==> src/rtl/preg_pkg.sv <==
package preg_pkg;

  typedef enum logic [2:0] {
    FK_BUSYPOLL,
    FK_PAGE,
    FK_WRITE,
    FK_KICK,
    FK_ACKPOLL,
    FK_FETCH
  } frame_kind_e;

  typedef enum logic [2:0] {
    ST_IDLE,
    ST_FRAME,
    ST_GAP,
    ST_WAIT,
    ST_RESP
  } eng_state_e;

  typedef struct packed {
    logic        wr;
    logic [7:0]  page;
    logic [7:0]  offset;
    logic [1:0]  len_m1;
    logic [31:0] wdata;
  } host_req_t;

endpackage

==> src/rtl/preg_frame_builder.sv <==
module preg_frame_builder
  import preg_pkg::*;
#(
  parameter logic [7:0] CMD_RD     = 8'h60,
  parameter logic [7:0] CMD_WR     = 8'h61,
  parameter logic [7:0] REG_PAGE   = 8'hFF,
  parameter logic [7:0] REG_STATUS = 8'hFE,
  parameter logic [7:0] REG_DATA0  = 8'hF0
) (
  input  frame_kind_e kind,
  input  logic [2:0]  idx,
  input  host_req_t   req,
  output logic [7:0]  tx_byte,
  output logic [2:0]  last_idx
);

  logic       is_wr;
  logic [7:0] off_byte;
  logic [7:0] data_byte;
  logic [1:0] dsel;

  assign dsel  = idx[1:0] - 2'd2;
  assign is_wr = (kind == FK_PAGE) || (kind == FK_WRITE);

  always_comb begin
    case (kind)
      FK_PAGE:                 off_byte = REG_PAGE;
      FK_WRITE, FK_KICK:       off_byte = req.offset;
      FK_FETCH:                off_byte = REG_DATA0;
      default:                 off_byte = REG_STATUS;
    endcase
  end

  always_comb begin
    case (kind)
      FK_PAGE:  data_byte = req.page;
      FK_WRITE: data_byte = req.wdata[{dsel, 3'b000} +: 8];
      default:  data_byte = 8'h00;
    endcase
  end

  always_comb begin
    if (idx == 3'd0)      tx_byte = is_wr ? CMD_WR : CMD_RD;
    else if (idx == 3'd1) tx_byte = off_byte;
    else                  tx_byte = data_byte;
  end

  always_comb begin
    if ((kind == FK_WRITE) || (kind == FK_FETCH)) last_idx = 3'd2 + {1'b0, req.len_m1};
    else                                          last_idx = 3'd2;
  end

endmodule

==> src/rtl/preg_poll_timer.sv <==
module preg_poll_timer #(
  parameter int MAX_POLLS = 100,
  parameter int POLL_GAP  = 125
) (
  input  logic clk,
  input  logic rst_n,
  input  logic poll_clr,
  input  logic poll_inc,
  input  logic gap_start,
  output logic limit_hit,
  output logic gap_done
);

  localparam int CW = $clog2(MAX_POLLS + 1);
  localparam int GW = $clog2(POLL_GAP + 1);

  logic [CW-1:0] poll_cnt_q, poll_cnt_d;
  logic          poll_en;
  logic [GW-1:0] gap_q, gap_d;
  logic          gap_run_q, gap_run_d;
  logic          gap_en;

  assign limit_hit = (poll_cnt_q >= CW'(MAX_POLLS));
  assign gap_done  = gap_run_q && (gap_q == '0);

  always_comb begin
    poll_en    = poll_clr || (poll_inc && !limit_hit);
    poll_cnt_d = poll_clr ? '0 : poll_cnt_q + 1'b1;
  end

  always_comb begin
    gap_en    = gap_start || gap_run_q;
    gap_d     = gap_q;
    gap_run_d = gap_run_q;
    if (gap_start) begin
      gap_d     = GW'(POLL_GAP - 1);
      gap_run_d = 1'b1;
    end else if (gap_q == '0) begin
      gap_run_d = 1'b0;
    end else begin
      gap_d = gap_q - 1'b1;
    end
  end

  always_ff @(posedge clk or negedge rst_n) begin
    if (!rst_n)       poll_cnt_q <= '0;
    else if (poll_en) poll_cnt_q <= poll_cnt_d;
  end

  always_ff @(posedge clk or negedge rst_n) begin
    if (!rst_n) begin
      gap_q     <= '0;
      gap_run_q <= 1'b0;
    end else if (gap_en) begin
      gap_q     <= gap_d;
      gap_run_q <= gap_run_d;
    end
  end

  assert_poll_bound_R3: assert property (@(posedge clk) disable iff (!rst_n)
    poll_cnt_q <= CW'(MAX_POLLS));

  assert_gap_restart_R4: assert property (@(posedge clk) disable iff (!rst_n)
    gap_done |=> !gap_done);

endmodule

==> src/rtl/paged_reg_spi_engine.sv <==
module paged_reg_spi_engine #(
  parameter logic [7:0] CMD_RD     = 8'h60,
  parameter logic [7:0] CMD_WR     = 8'h61,
  parameter logic [7:0] REG_PAGE   = 8'hFF,
  parameter logic [7:0] REG_STATUS = 8'hFE,
  parameter logic [7:0] REG_DATA0  = 8'hF0,
  parameter int         BUSY_BIT   = 7,
  parameter int         RACK_BIT   = 5,
  parameter int         MAX_POLLS  = 100,
  parameter int         POLL_GAP   = 125
) (
  input  logic        clk,
  input  logic        rst_n,
  input  logic        req_valid,
  output logic        req_ready,
  input  logic        req_write,
  input  logic [7:0]  req_page,
  input  logic [7:0]  req_offset,
  input  logic [1:0]  req_len_m1,
  input  logic [31:0] req_wdata,
  output logic        rsp_done,
  output logic        rsp_err,
  output logic [31:0] rsp_rdata,
  output logic        spi_cs_n,
  output logic        sb_req,
  output logic [7:0]  sb_tx,
  input  logic        sb_ack,
  input  logic [7:0]  sb_rx
);

  import preg_pkg::*;

  localparam logic [7:0] PAGE_AFTER_RESET = 8'hFF;

  // reset: asserted asynchronously, released after two clock edges
  logic [1:0] rst_sync_q;
  logic       rst_ns;

  always_ff @(posedge clk or negedge rst_n) begin
    if (!rst_n) rst_sync_q <= 2'b00;
    else        rst_sync_q <= {rst_sync_q[0], 1'b1};
  end
  assign rst_ns = rst_sync_q[1];

  eng_state_e  state_q, state_d;
  frame_kind_e fk_q, fk_d;
  logic [2:0]  idx_q, idx_d;
  host_req_t   req_q, req_in;
  logic        req_take;
  logic [7:0]  cache_q;
  logic        cache_ld;
  logic [7:0]  stat_q, stat_d;
  logic [31:0] rdata_q, rdata_d;
  logic        rdata_en;
  logic        err_q, err_d;

  logic        poll_clr, poll_inc, gap_start;
  logic        limit_hit, gap_done;
  logic [2:0]  last_idx;
  logic [1:0]  dsel;
  logic        is_poll;
  frame_kind_e access_kind;

  assign req_in      = '{wr: req_write, page: req_page, offset: req_offset,
                         len_m1: req_len_m1, wdata: req_wdata};
  assign is_poll     = (fk_q == FK_BUSYPOLL) || (fk_q == FK_ACKPOLL);
  assign access_kind = req_q.wr ? FK_WRITE : FK_KICK;
  assign dsel        = idx_q[1:0] - 2'd2;

  preg_frame_builder #(
    .CMD_RD(CMD_RD), .CMD_WR(CMD_WR), .REG_PAGE(REG_PAGE),
    .REG_STATUS(REG_STATUS), .REG_DATA0(REG_DATA0)
  ) u_frame (
    .kind(fk_q), .idx(idx_q), .req(req_q), .tx_byte(sb_tx), .last_idx(last_idx)
  );

  preg_poll_timer #(.MAX_POLLS(MAX_POLLS), .POLL_GAP(POLL_GAP)) u_timer (
    .clk(clk), .rst_n(rst_ns), .poll_clr(poll_clr), .poll_inc(poll_inc),
    .gap_start(gap_start), .limit_hit(limit_hit), .gap_done(gap_done)
  );

  // next state
  always_comb begin
    state_d   = state_q;
    fk_d      = fk_q;
    idx_d     = idx_q;
    stat_d    = stat_q;
    rdata_d   = rdata_q;
    err_d     = err_q;
    req_take  = 1'b0;
    cache_ld  = 1'b0;
    rdata_en  = 1'b0;
    poll_clr  = 1'b0;
    poll_inc  = 1'b0;
    gap_start = 1'b0;
    case (state_q)
      ST_IDLE: begin
        if (req_valid) begin
          req_take = 1'b1;
          rdata_d  = '0;
          rdata_en = 1'b1;
          err_d    = 1'b0;
          poll_clr = 1'b1;
          fk_d     = FK_BUSYPOLL;
          idx_d    = 3'd0;
          state_d  = ST_FRAME;
        end
      end
      ST_FRAME: begin
        if (sb_ack) begin
          if (is_poll && (idx_q == 3'd2)) stat_d = sb_rx;
          if ((fk_q == FK_FETCH) && (idx_q >= 3'd2)) begin
            rdata_d[{dsel, 3'b000} +: 8] = sb_rx;
            rdata_en = 1'b1;
          end
          if (idx_q == last_idx) begin
            state_d  = ST_GAP;
            poll_inc = is_poll;
          end else begin
            idx_d = idx_q + 3'd1;
          end
        end
      end
      ST_GAP: begin
        idx_d = 3'd0;
        case (fk_q)
          FK_BUSYPOLL: begin
            if (!stat_q[BUSY_BIT]) begin
              fk_d    = (req_q.page != cache_q) ? FK_PAGE : access_kind;
              state_d = ST_FRAME;
            end else if (limit_hit) begin
              err_d   = 1'b1;
              state_d = ST_RESP;
            end else begin
              gap_start = 1'b1;
              state_d   = ST_WAIT;
            end
          end
          FK_PAGE: begin
            cache_ld = 1'b1;
            fk_d     = access_kind;
            state_d  = ST_FRAME;
          end
          FK_KICK: begin
            poll_clr = 1'b1;
            fk_d     = FK_ACKPOLL;
            state_d  = ST_FRAME;
          end
          FK_ACKPOLL: begin
            if (stat_q[RACK_BIT]) begin
              fk_d    = FK_FETCH;
              state_d = ST_FRAME;
            end else if (limit_hit) begin
              err_d   = 1'b1;
              state_d = ST_RESP;
            end else begin
              gap_start = 1'b1;
              state_d   = ST_WAIT;
            end
          end
          default: state_d = ST_RESP;
        endcase
      end
      ST_WAIT: begin
        if (gap_done) begin
          idx_d   = 3'd0;
          state_d = ST_FRAME;
        end
      end
      default: state_d = ST_IDLE;
    endcase
  end

  // registers
  always_ff @(posedge clk or negedge rst_ns) begin
    if (!rst_ns) begin
      state_q <= ST_IDLE;
      fk_q    <= FK_BUSYPOLL;
      idx_q   <= 3'd0;
      stat_q  <= 8'h00;
      err_q   <= 1'b0;
    end else begin
      state_q <= state_d;
      fk_q    <= fk_d;
      idx_q   <= idx_d;
      stat_q  <= stat_d;
      err_q   <= err_d;
    end
  end

  always_ff @(posedge clk or negedge rst_ns) begin
    if (!rst_ns)       req_q <= '0;
    else if (req_take) req_q <= req_in;
  end

  always_ff @(posedge clk or negedge rst_ns) begin
    if (!rst_ns)       cache_q <= PAGE_AFTER_RESET;
    else if (cache_ld) cache_q <= req_q.page;
  end

  always_ff @(posedge clk or negedge rst_ns) begin
    if (!rst_ns)       rdata_q <= '0;
    else if (rdata_en) rdata_q <= rdata_d;
  end

  assign req_ready = rst_ns && (state_q == ST_IDLE);
  assign spi_cs_n  = (state_q != ST_FRAME);
  assign sb_req    = (state_q == ST_FRAME);
  assign rsp_done  = (state_q == ST_RESP);
  assign rsp_err   = err_q;
  assign rsp_rdata = rdata_q;

  assert_tx_hold_R1: assert property (@(posedge clk) disable iff (!rst_ns)
    (sb_req && !sb_ack) |=> (sb_req && $stable(sb_tx)));

  assert_page_before_access_R5: assert property (@(posedge clk) disable iff (!rst_ns)
    (sb_req && (idx_q == 3'd0) && ((fk_q == FK_WRITE) || (fk_q == FK_KICK)))
      |-> (cache_q == req_q.page));

  assert_wait_holds_R4: assert property (@(posedge clk) disable iff (!rst_ns)
    ((state_q == ST_WAIT) && !gap_done) |=> spi_cs_n);

  assert_err_no_data_R10: assert property (@(posedge clk) disable iff (!rst_ns)
    (rsp_done && rsp_err) |-> (rsp_rdata == 32'h0));

  assert_done_pulse_R11: assert property (@(posedge clk) disable iff (!rst_ns)
    rsp_done |=> (!rsp_done && req_ready));

endmodule

==> config.mk <==
export PLATFORM = sky130hd
export DESIGN_NAME = paged_reg_spi_engine
export DESIGN_NICKNAME = d
export VERILOG_FILES = /design/src/rtl/preg_pkg.sv /design/src/rtl/preg_frame_builder.sv /design/src/rtl/preg_poll_timer.sv /design/src/rtl/paged_reg_spi_engine.sv
export SDC_FILE = /design/constraint.sdc
export NUM_CORES = 1
export LEC_CHECK = 0
export BUFFER_PORTS_ARGS = -buffer_cell sky130_fd_sc_hd__clkbuf_2
export CAP_MARGIN = 20
export CORE_MARGIN = 2
export CORE_UTILIZATION = 40
export CTS_CLUSTER_DIAMETER = 100
export CTS_CLUSTER_SIZE = 30
export DETAILED_ROUTE_END_ITERATION = 6
export PLACE_DENSITY = 0.6
export SLEW_MARGIN = 20
export SYNTH_ARGS = -nofsm -noshare
export SYNTH_HDL_FRONTEND = slang
export SYNTH_SLANG_ARGS = --single-unit
==> constraint.sdc <==
create_clock -name clk -period 12.54 [get_ports clk]
set_clock_uncertainty 0.2 [all_clocks]
set_input_delay 2.508 -clock clk [delete_from_list [all_inputs] [get_ports clk]]
set_output_delay 2.508 -clock clk [all_outputs]
set_load 0.03 [all_outputs]
-- Yosys cells after proc, flatten, opt, wreduce, memory -nomap -nowiden
Index checks and enable logic that the tools add are counted.
Widths: inputs -> output; s select.
- register bits: 126
- input bits: 63
- output and inout bits: 45
- word-level logic and storage cells: 142
- equality and inequality tests: 27
- reduce and logical (&&, ||, !) cells: 29
- magnitude comparators: 2
- add/sub/neg operators: 6
- shifts and indexed selects: 3
- muxes and demuxes: 59
- operator list (cell ; count):
    $mux 32 ; 3
    $pmux 32 s2 ; 1
    $mux 3 ; 14
    $pmux 3 s4 ; 3
    $bwmux 32 ; 1
    $shift 8x7->32 const A ; 1
    $shiftx 32x6->8 ; 1
    $shiftx 8x7->32 ; 1
    $pmux 8 s3 ; 1
    $mux 1 ; 22
    $mux 7 ; 3
    $reduce_and 5->1 ; 4
    $mux 8 ; 2
    $pmux 8 s2 ; 1
    $eq 3x2->1 const B ; 5
    $ne 3x3->1 const B ; 5
    $pmux 1 s2 ; 5
    $eq 3x1->1 const B ; 3
    $eq 3x3->1 const B ; 3
    $logic_not 3->1 ; 3
    $pmux 3 s3 ; 1
    $ne 2x1->1 const B ; 4
    $ne 8x8->1 ; 1
    $add 7x1->7 const B ; 1
    23 further kinds ; 37

-- Logic depth before layout (Yosys ltp)
Gate-level depths: netlist of run 1.
- depth in word-level cells: 9
- mapped depth: 10
- depth with buffers taken out: 7

-- Modules after synthesis
From an unflattened synthesis of run 1, not the netlist that was laid out.
- cell total of the unflattened synthesis: 622
- area, all modules: 5980.7 sq um
- by module, submodules not included (module ; cells each ; instances ; seq. area each (sq um) ; area each (sq um)):
    paged_reg_spi_engine ; 466 ; 1 ; 2637.5 ; 4611.9
    preg_poll_timer ; 80 ; 1 ; 375.4 ; 795.8
    preg_frame_builder ; 76 ; 1 ; 0.0 ; 573.0

-- Least setup slack after synthesis of run 1
No wires, ideal clock.
- kind: flip-flop to output port
- from: register rst_sync_q[1]
- to: output port req_ready
- data arrival time: 4.015 ns
- stages on the path, launching flop included: 2
- buffers on the path: 0
- required time: 9.832 ns
- setup slack: 5.817 ns
- cells stage by stage: dfrtp_1 > nor4b_1
- longest elaborated chain between the ends: 1
- ends and longest elaborated chain (what ; line ; source):
    from (decl) ; paged_reg_spi_engine.sv:36 ; logic [1:0] rst_sync_q;
    from (signal assigned) ; paged_reg_spi_engine.sv:41 ; else rst_sync_q <= {rst_sync_q[0], 1'b1};
    $logic_and 1x1->1 ; paged_reg_spi_engine.sv:206 ; assign req_ready = rst_ns && (state_q == ST_IDLE);
    to (decl) ; paged_reg_spi_engine.sv:15 ; output logic req_ready,
No other way between the ends.

-- Worst setup path in the final report of run 1
- from: register idx_q[0]
- to: output port sb_tx[0]
- longest elaborated chain between the ends: 5
- elaborated cells on any way between the ends: 7
- those cells by class: add/sub (1); eq/ne (1); shift (1); mux (3); reduce/logical (1)
- ends and longest elaborated chain (what ; line ; source):
    from (decl) ; paged_reg_spi_engine.sv:47 ; logic [2:0] idx_q, idx_d;
    from (signal assigned) ; paged_reg_spi_engine.sv:185 ; idx_q <= idx_d;
    $sub 2x2->2 ; preg_frame_builder.sv:22 ; assign dsel = idx[1:0] - 2'd2;
    $shiftx 32x6->8 ; preg_frame_builder.sv:37 ; FK_WRITE: data_byte = req.wdata[{dsel, 3'b000} +: 8];
    $pmux 8 s2 ; preg_frame_builder.sv:35 ; case (kind)
    $mux 8 ; preg_frame_builder.sv:44 ; else if (idx == 3'd1) tx_byte = off_byte;
    $mux 8 * ; preg_frame_builder.sv:43 ; if (idx == 3'd0) tx_byte = is_wr ? CMD_WR : CMD_RD;
    to (decl) ; paged_reg_spi_engine.sv:26 ; output logic [7:0] sb_tx,
Mark *: on every way between the ends. The rest lies on a longest branch, timed or not.

==> results of run 1 <==
## cells by family after synthesis
logic type                 share of synthesized area (%)
and+or+nand+nor                                    16.02
DFF                                                51.38
AOI/OAI and AO/OA                                  9.921
muxes                                              15.83
buffers and inverters                              2.710
xor gates and xnor gates                           1.942
adders and majority gates                          2.134
other                                            0.06395
## area by class of cell
| class | count | area, um2 | share of cell area [%] |
|---|---|---|---|
| Multi-Input combinational cell | 376 | 2699 | 37.60 |
| Sequential cell | 120 | 3017 | 42.03 |
| Clock buffer | 26 | 519.2 | 7.235 |
| Clock inverter | 6 | 110.1 | 1.534 |
| Inverter | 12 | 47.55 | 0.6625 |
| Timing Repair Buffer | 109 | 554.3 | 7.723 |
| Tap cell | 184 | 230.2 | 3.208 |
## per-layer routing
layer	routed length (um)	vias to the layer above
li1	-	2103
met4	120	0
met1	6469	2213
met5	0	-
met2	6439	134
met3	917	10
## placed cells by master, fill, tap and decap left out, drive strengths merged, types with 3 or more instances in the layout
cell	count
mux2	62
and3	5
o2bb2ai	3
nand2b	10
a211oi	3
bufinv	3
o21ai	27
clkbuf	133
inv	12
nor4b	3
mux4	8
a21oi	9
nand3	25
a22oi	7
dfrtp	112
nor2b	11
o31ai	3
or2	3
nor4	4
dfstp	8
nand4	6
ha	10
nor3	6
xnor2	11
o21a	4
nand2	89
a31oi	5
o211ai	4
a21o	5
mux2i	5
o22a	3
nor2	18
## registers in the layout, summed over array words and instances, names as in the netlist, 3 cells and up
signal and count:
fk_q 3, u_timer.poll_cnt_q 7, rsp_rdata 32, idx_q 3, req_q 51, u_timer.gap_q 7, cache_q 8, state_q 3
## per-stage QoR
step / utilization (%) / instance area (um2) / power (W) / worst slack (ns) / hold slack, ns
after detailed placement: 45.37 / 6544 / 0.001293 / 7.521 / 0.1380
after global routing: 49.76 / 7177 / 0.001908 / 6.801 / 0.1719
after CTS: 49.73 / 7173 / 0.001812 / 7.078 / 0.1449
after global placement: 45.37 / 6544 / 0.001274 / 7.609 / 0.1374
final: 49.76 / 7177 / 0.001796 / 7.107 / 0.1231
after floorplan: - / 5864 / 0.001120 / 5.817 / 0.1312
## worst reg2reg max path: stages, from the launching register on
cell     delay, ns
dfrtp_1       0.82
inv_1         0.35
ha_1          0.37
or3_1         0.33
a31oi_1       0.50
a21o_1        0.41
o21ai_0       0.16
## power by group
part	leakage, nW	total, W	switching (W)	internal [W]
Combinational	1.49	0.000638	0.000357	0.000282
Sequential	1.51	0.000649	0.000130	0.000519
Clock	0.303	0.000509	0.000165	0.000344
Total	3.30	0.00180	0.000652	0.00114
## final timing paths
kind                          startpoint            end  slack, ns
max in group asynchronous          rst_n  rst_sync_q[1]      10.36
min in group clk           rst_sync_q[0]  rst_sync_q[1]       0.15
setup reg to reg                idx_q[0]  rsp_rdata[30]       9.26
hold reg to reg            rst_sync_q[1]      req_q[25]       0.12
hold / removal             rst_sync_q[1]      req_q[25]       0.12
setup / recovery                idx_q[0]       sb_tx[0]       7.11
==> results.cfg, run 1 <==
[placement]
dp_hpwl_mm = 10.06
io_buffer_count = 107
place_congestion = 0.8324
dp.cells = 801

[final_layout]
nets = 709
fillers = 1296
instances_no_fill = 833
diodes = 0
drive_gt1_share_pct = 35.44
area_delta_synth_final_pct = 22.38

[logic_synthesis]
synthDistinctLibCells = 62
ys_ff_latch = 120
synth_ff_type = dfrtp_1
synth.most_common_cell = dfrtp_1
synth_top_cell_area_share_pct = 47.79
synthTopCellsByArea = dfrtp_1 48%, mux2_2 12%, nand2_1 5.7%
synth-edff-count = 0
synth_top_area_cell = dfrtp_1
syn-cell-area_um2 = 5864
synth_common_cells = 112 x dfrtp_1, 89 x nand2_1, 62 x mux2_2
yosysWarningCount = 0
ys_async_sr_fraction_pct = 100.0
ys_seq_area_share_pct = 51.38
synthCells = 530
syn_nets = 603
avgSynthCellArea_um2 = 11.06

[sta]
rsz0062_at_grt = no
period_needed_ns = 5.433
maxSlewViolCount = 0
worst_pin_slew_ns = 1.008
timing.final.setup_violations = 0
relSlewSlack_pct = 32.29
finalSetupTns_ns = 0
fin_crit_sh_pct = 43.33
fmaxAchievable_mhz = 184.1
hold_violations = 0

[global_routing]
grt_max_degree = 81
busiest_layer = met2
use_met2_pct = 28.39
grt_overflow = 0
grt_pass1_wl_mm = 23.10
grtUsageMet3_pct = 5.991
grt_pass1_vias = 4468
grt.total_usage_pct = 18.65
antenna_found_initial = 0
grt_use_met1_pct = 25.92

[pwr]
power-per-cell-area_nw_per_um2 = 250.3
leakage_nw = 3.301
peakVddDrop_uv = 215.0

[outcome]
status = completed

[setup_path]
path_cells = inv_1, ha_1, nor2b_1, o21ai_0, a31oi_1, clkbuf_2
crit_type = reg2out
path_delay_family = flip-flops
critPathMaxFanout = 16
max_stage_delay_ns = 0.65
cp.buffers_inverters = 2
cp.depth = 6
cp.required_ns = 9.83
reg2reg_depth = 6
crit_path_end_kind = primary output
slowest_stage = dfrtp_1
arrival_ns = 2.72
critPathLaunchType = flip-flop

[die]
io_pins = 108
dieArea_um2 = 15650
start_util_pct = 40.66
core_area_um2 = 14420
chipWidth_um = 125.1
num_rows = 44
die_height_um = 125.1

[routing]
first_iter_violations = 305
vias = 4460
routedWlPerCell_um = 16.74
route.detailed.drc = 0
totalWireLength_mm = 13.95
drtPass1Iterations = 5
ant_nets = 0
vias_per_cell = 5.354

[cts]
cts_made_buffers = 17
hold_buffers = 0
cts_tree = built
clkTransAtPathRegs_ns = 0.05
post_cts_buffers = 0
ctsResizeCount = 0
cts_sinks = 120
worstSkewPairLatency_ns = 0.41
h-tree-depth = 4
cts-root-buf = clkbuf_16
clock_path_buffers = 2

[run]
max-cap-violations = 0

[min_path]
hp-class = reg2async
Note: power is estimated with default switching activity, not from simulation.
==> inputs of run 2 (changes only) <==
==> constraint.sdc (replaced) <==
create_clock -name clk -period 5.3 [get_ports clk]
set_clock_uncertainty 0.2 [all_clocks]
set_input_delay 1.06 -clock clk [delete_from_list [all_inputs] [get_ports clk]]
set_output_delay 1.06 -clock clk [all_outputs]
set_load 0.03 [all_outputs]
==> results.cfg, run 2 (synthesized netlist as in run 1, its figures left out) <==
[sta]
rsz0062_at_grt = no
hold_violations = 0
fin_crit_sh_pct = 76.38
finalSetupTns_ns = 0
relSlewSlack_pct = 36.03
period_needed_ns = 4.048
timing.final.setup_violations = 0
maxSlewViolCount = 0
whs_ns = 0.1182
worst_pin_slew_ns = 0.9522
setup_slack_ns = 1.252
fmaxAchievable_mhz = 247.0

[cts]
cts_made_buffers = 17
ctsResizeCount = 0
clkTransAtPathRegs_ns = 0.05
clock_path_buffers = 2
cts_sinks = 120
post_cts_buffers = 0
cts-root-buf = clkbuf_16
cts_tree = built
worstSkewPairLatency_ns = 0.42
h-tree-depth = 4
hold_buffers = 0

[final_layout]
final_cell_mix = 111 x dfrtp_1, 107 x clkbuf_2, 89 x nand2_1, 62 x mux2_2
top_register = req_q
area_delta_synth_final_pct = 22.32
drive_gt1_share_pct = 35.44
largest_register_ff_count = 51
final_common_cell = dfrtp_1
nets = 709
diodes = 0

[die]
num_rows = 44
die_height_um = 125.1
io_pins = 108
chipWidth_um = 125.1
dieArea_um2 = 15650
start_util_pct = 40.66
core_area_um2 = 14420

[routing]
first_iter_violations = 304
vias_per_cell = 5.389
totalWireLength_mm = 14.08
route.detailed.drc = 0
vias = 4489
routedWlPerCell_um = 16.91
ant_nets = 0
drtPass1Iterations = 5

[setup_path]
critPathLaunch = idx_q[0]
crit_path_end_kind = primary output
arrival_ns = 2.79
r2r_end = rsp_rdata[24]
cp.required_ns = 4.04
timing.rr.start = idx_q[0]
critPathMaxFanout = 16
critPathLaunchType = flip-flop
endpoint = sb_tx[0]
crit_type = reg2out
ff2ff_setup_slack_ns = 2.05
reg2reg_depth = 6

[placement]
place_congestion = 0.8431
dp_hpwl_mm = 10.07
io_buffer_count = 107
place_ws_ns = 1.691

[global_routing]
grt_pass1_vias = 4537
antenna_found_initial = 0
grt_max_degree = 81
grt_pass1_wl_mm = 23.30
grt_overflow = 0
grt.total_usage_pct = 18.78

[pwr]
power-per-cell-area_nw_per_um2 = 593.3
leakage_nw = 3.305
finalPower_w = 0.004256
peakVddDrop_uv = 512.0

[outcome]
status = completed

[min_path]
hp-class = reg2async

[run]
max-cap-violations = 0
## run 2: cell count changes in the layout (fill, tap and decap cells not counted)
| cell | before | now |
|---|---|---|
| bufinv_16 | 3 | 4 |
| clkinvlp_4 | 2 | 1 |
| clkbuf_8 | 6 | 3 |
| clkinv_2 | 1 | 4 |
## run 2: layout make-up
type	count	area, um2
clock inverter	9	147.6
clock buffer	23	478.0
sequential	120	3017
fill	1328	7251
inverter	12	47.55
tap	184	230.2
multi-input combinational	376	2699
timing repair buffer	109	554.3
## run 2: critical path, cell delays in order (launching register included)
cell and delay (ns):
dfrtp_1 0.65, inv_1 0.36, ha_1 0.24, nor2b_1 0.42, o21ai_0 0.17, a31oi_1 0.28, clkbuf_2 0.25
## run 2: worst min-delay path by stage
stage / from / endpoint / slack [ns] / depth (start not counted)
floorplan: rst_sync_q[0] / rst_sync_q[1] / 0.13 / 0
global placement: rst_sync_q[1] / req_q[14] / 0.14 / 0
detailed placement: rst_sync_q[1] / req_q[14] / 0.14 / 0
CTS: rst_sync_q[1] / req_q[14] / 0.14 / 0
global route: rst_sync_q[0] / rst_sync_q[1] / 0.16 / 0
finish: rst_sync_q[1] / req_q[5] / 0.12 / 0
## run 2: power by group
group	switching (W)	leakage, nW	total, W	internal (W)
clock	0.000395	0.307	0.00122	0.000820
sequential	0.000309	1.51	0.00154	0.00123
combinational	0.000838	1.49	0.00150	0.000666
## run 2: metrics by stage
step	cells	cell area (um2)	util (%)
floorplan	530	5864	-
global placement	801	6544	45.37
detailed placement	801	6544	45.37
CTS	833	7169	49.71
global route	833	7173	49.73
finish	833	7173	49.73
## run 2: layer usage
layer  up-vias  share of wire (%)  global-route usage, %
met5         -                  0                      0
met4         0                1.2                  6.405
met3        10                5.3                  5.862
met2       118                 48                  29.25
met1      2253                 46                  25.01
li1       2108                  -                      -
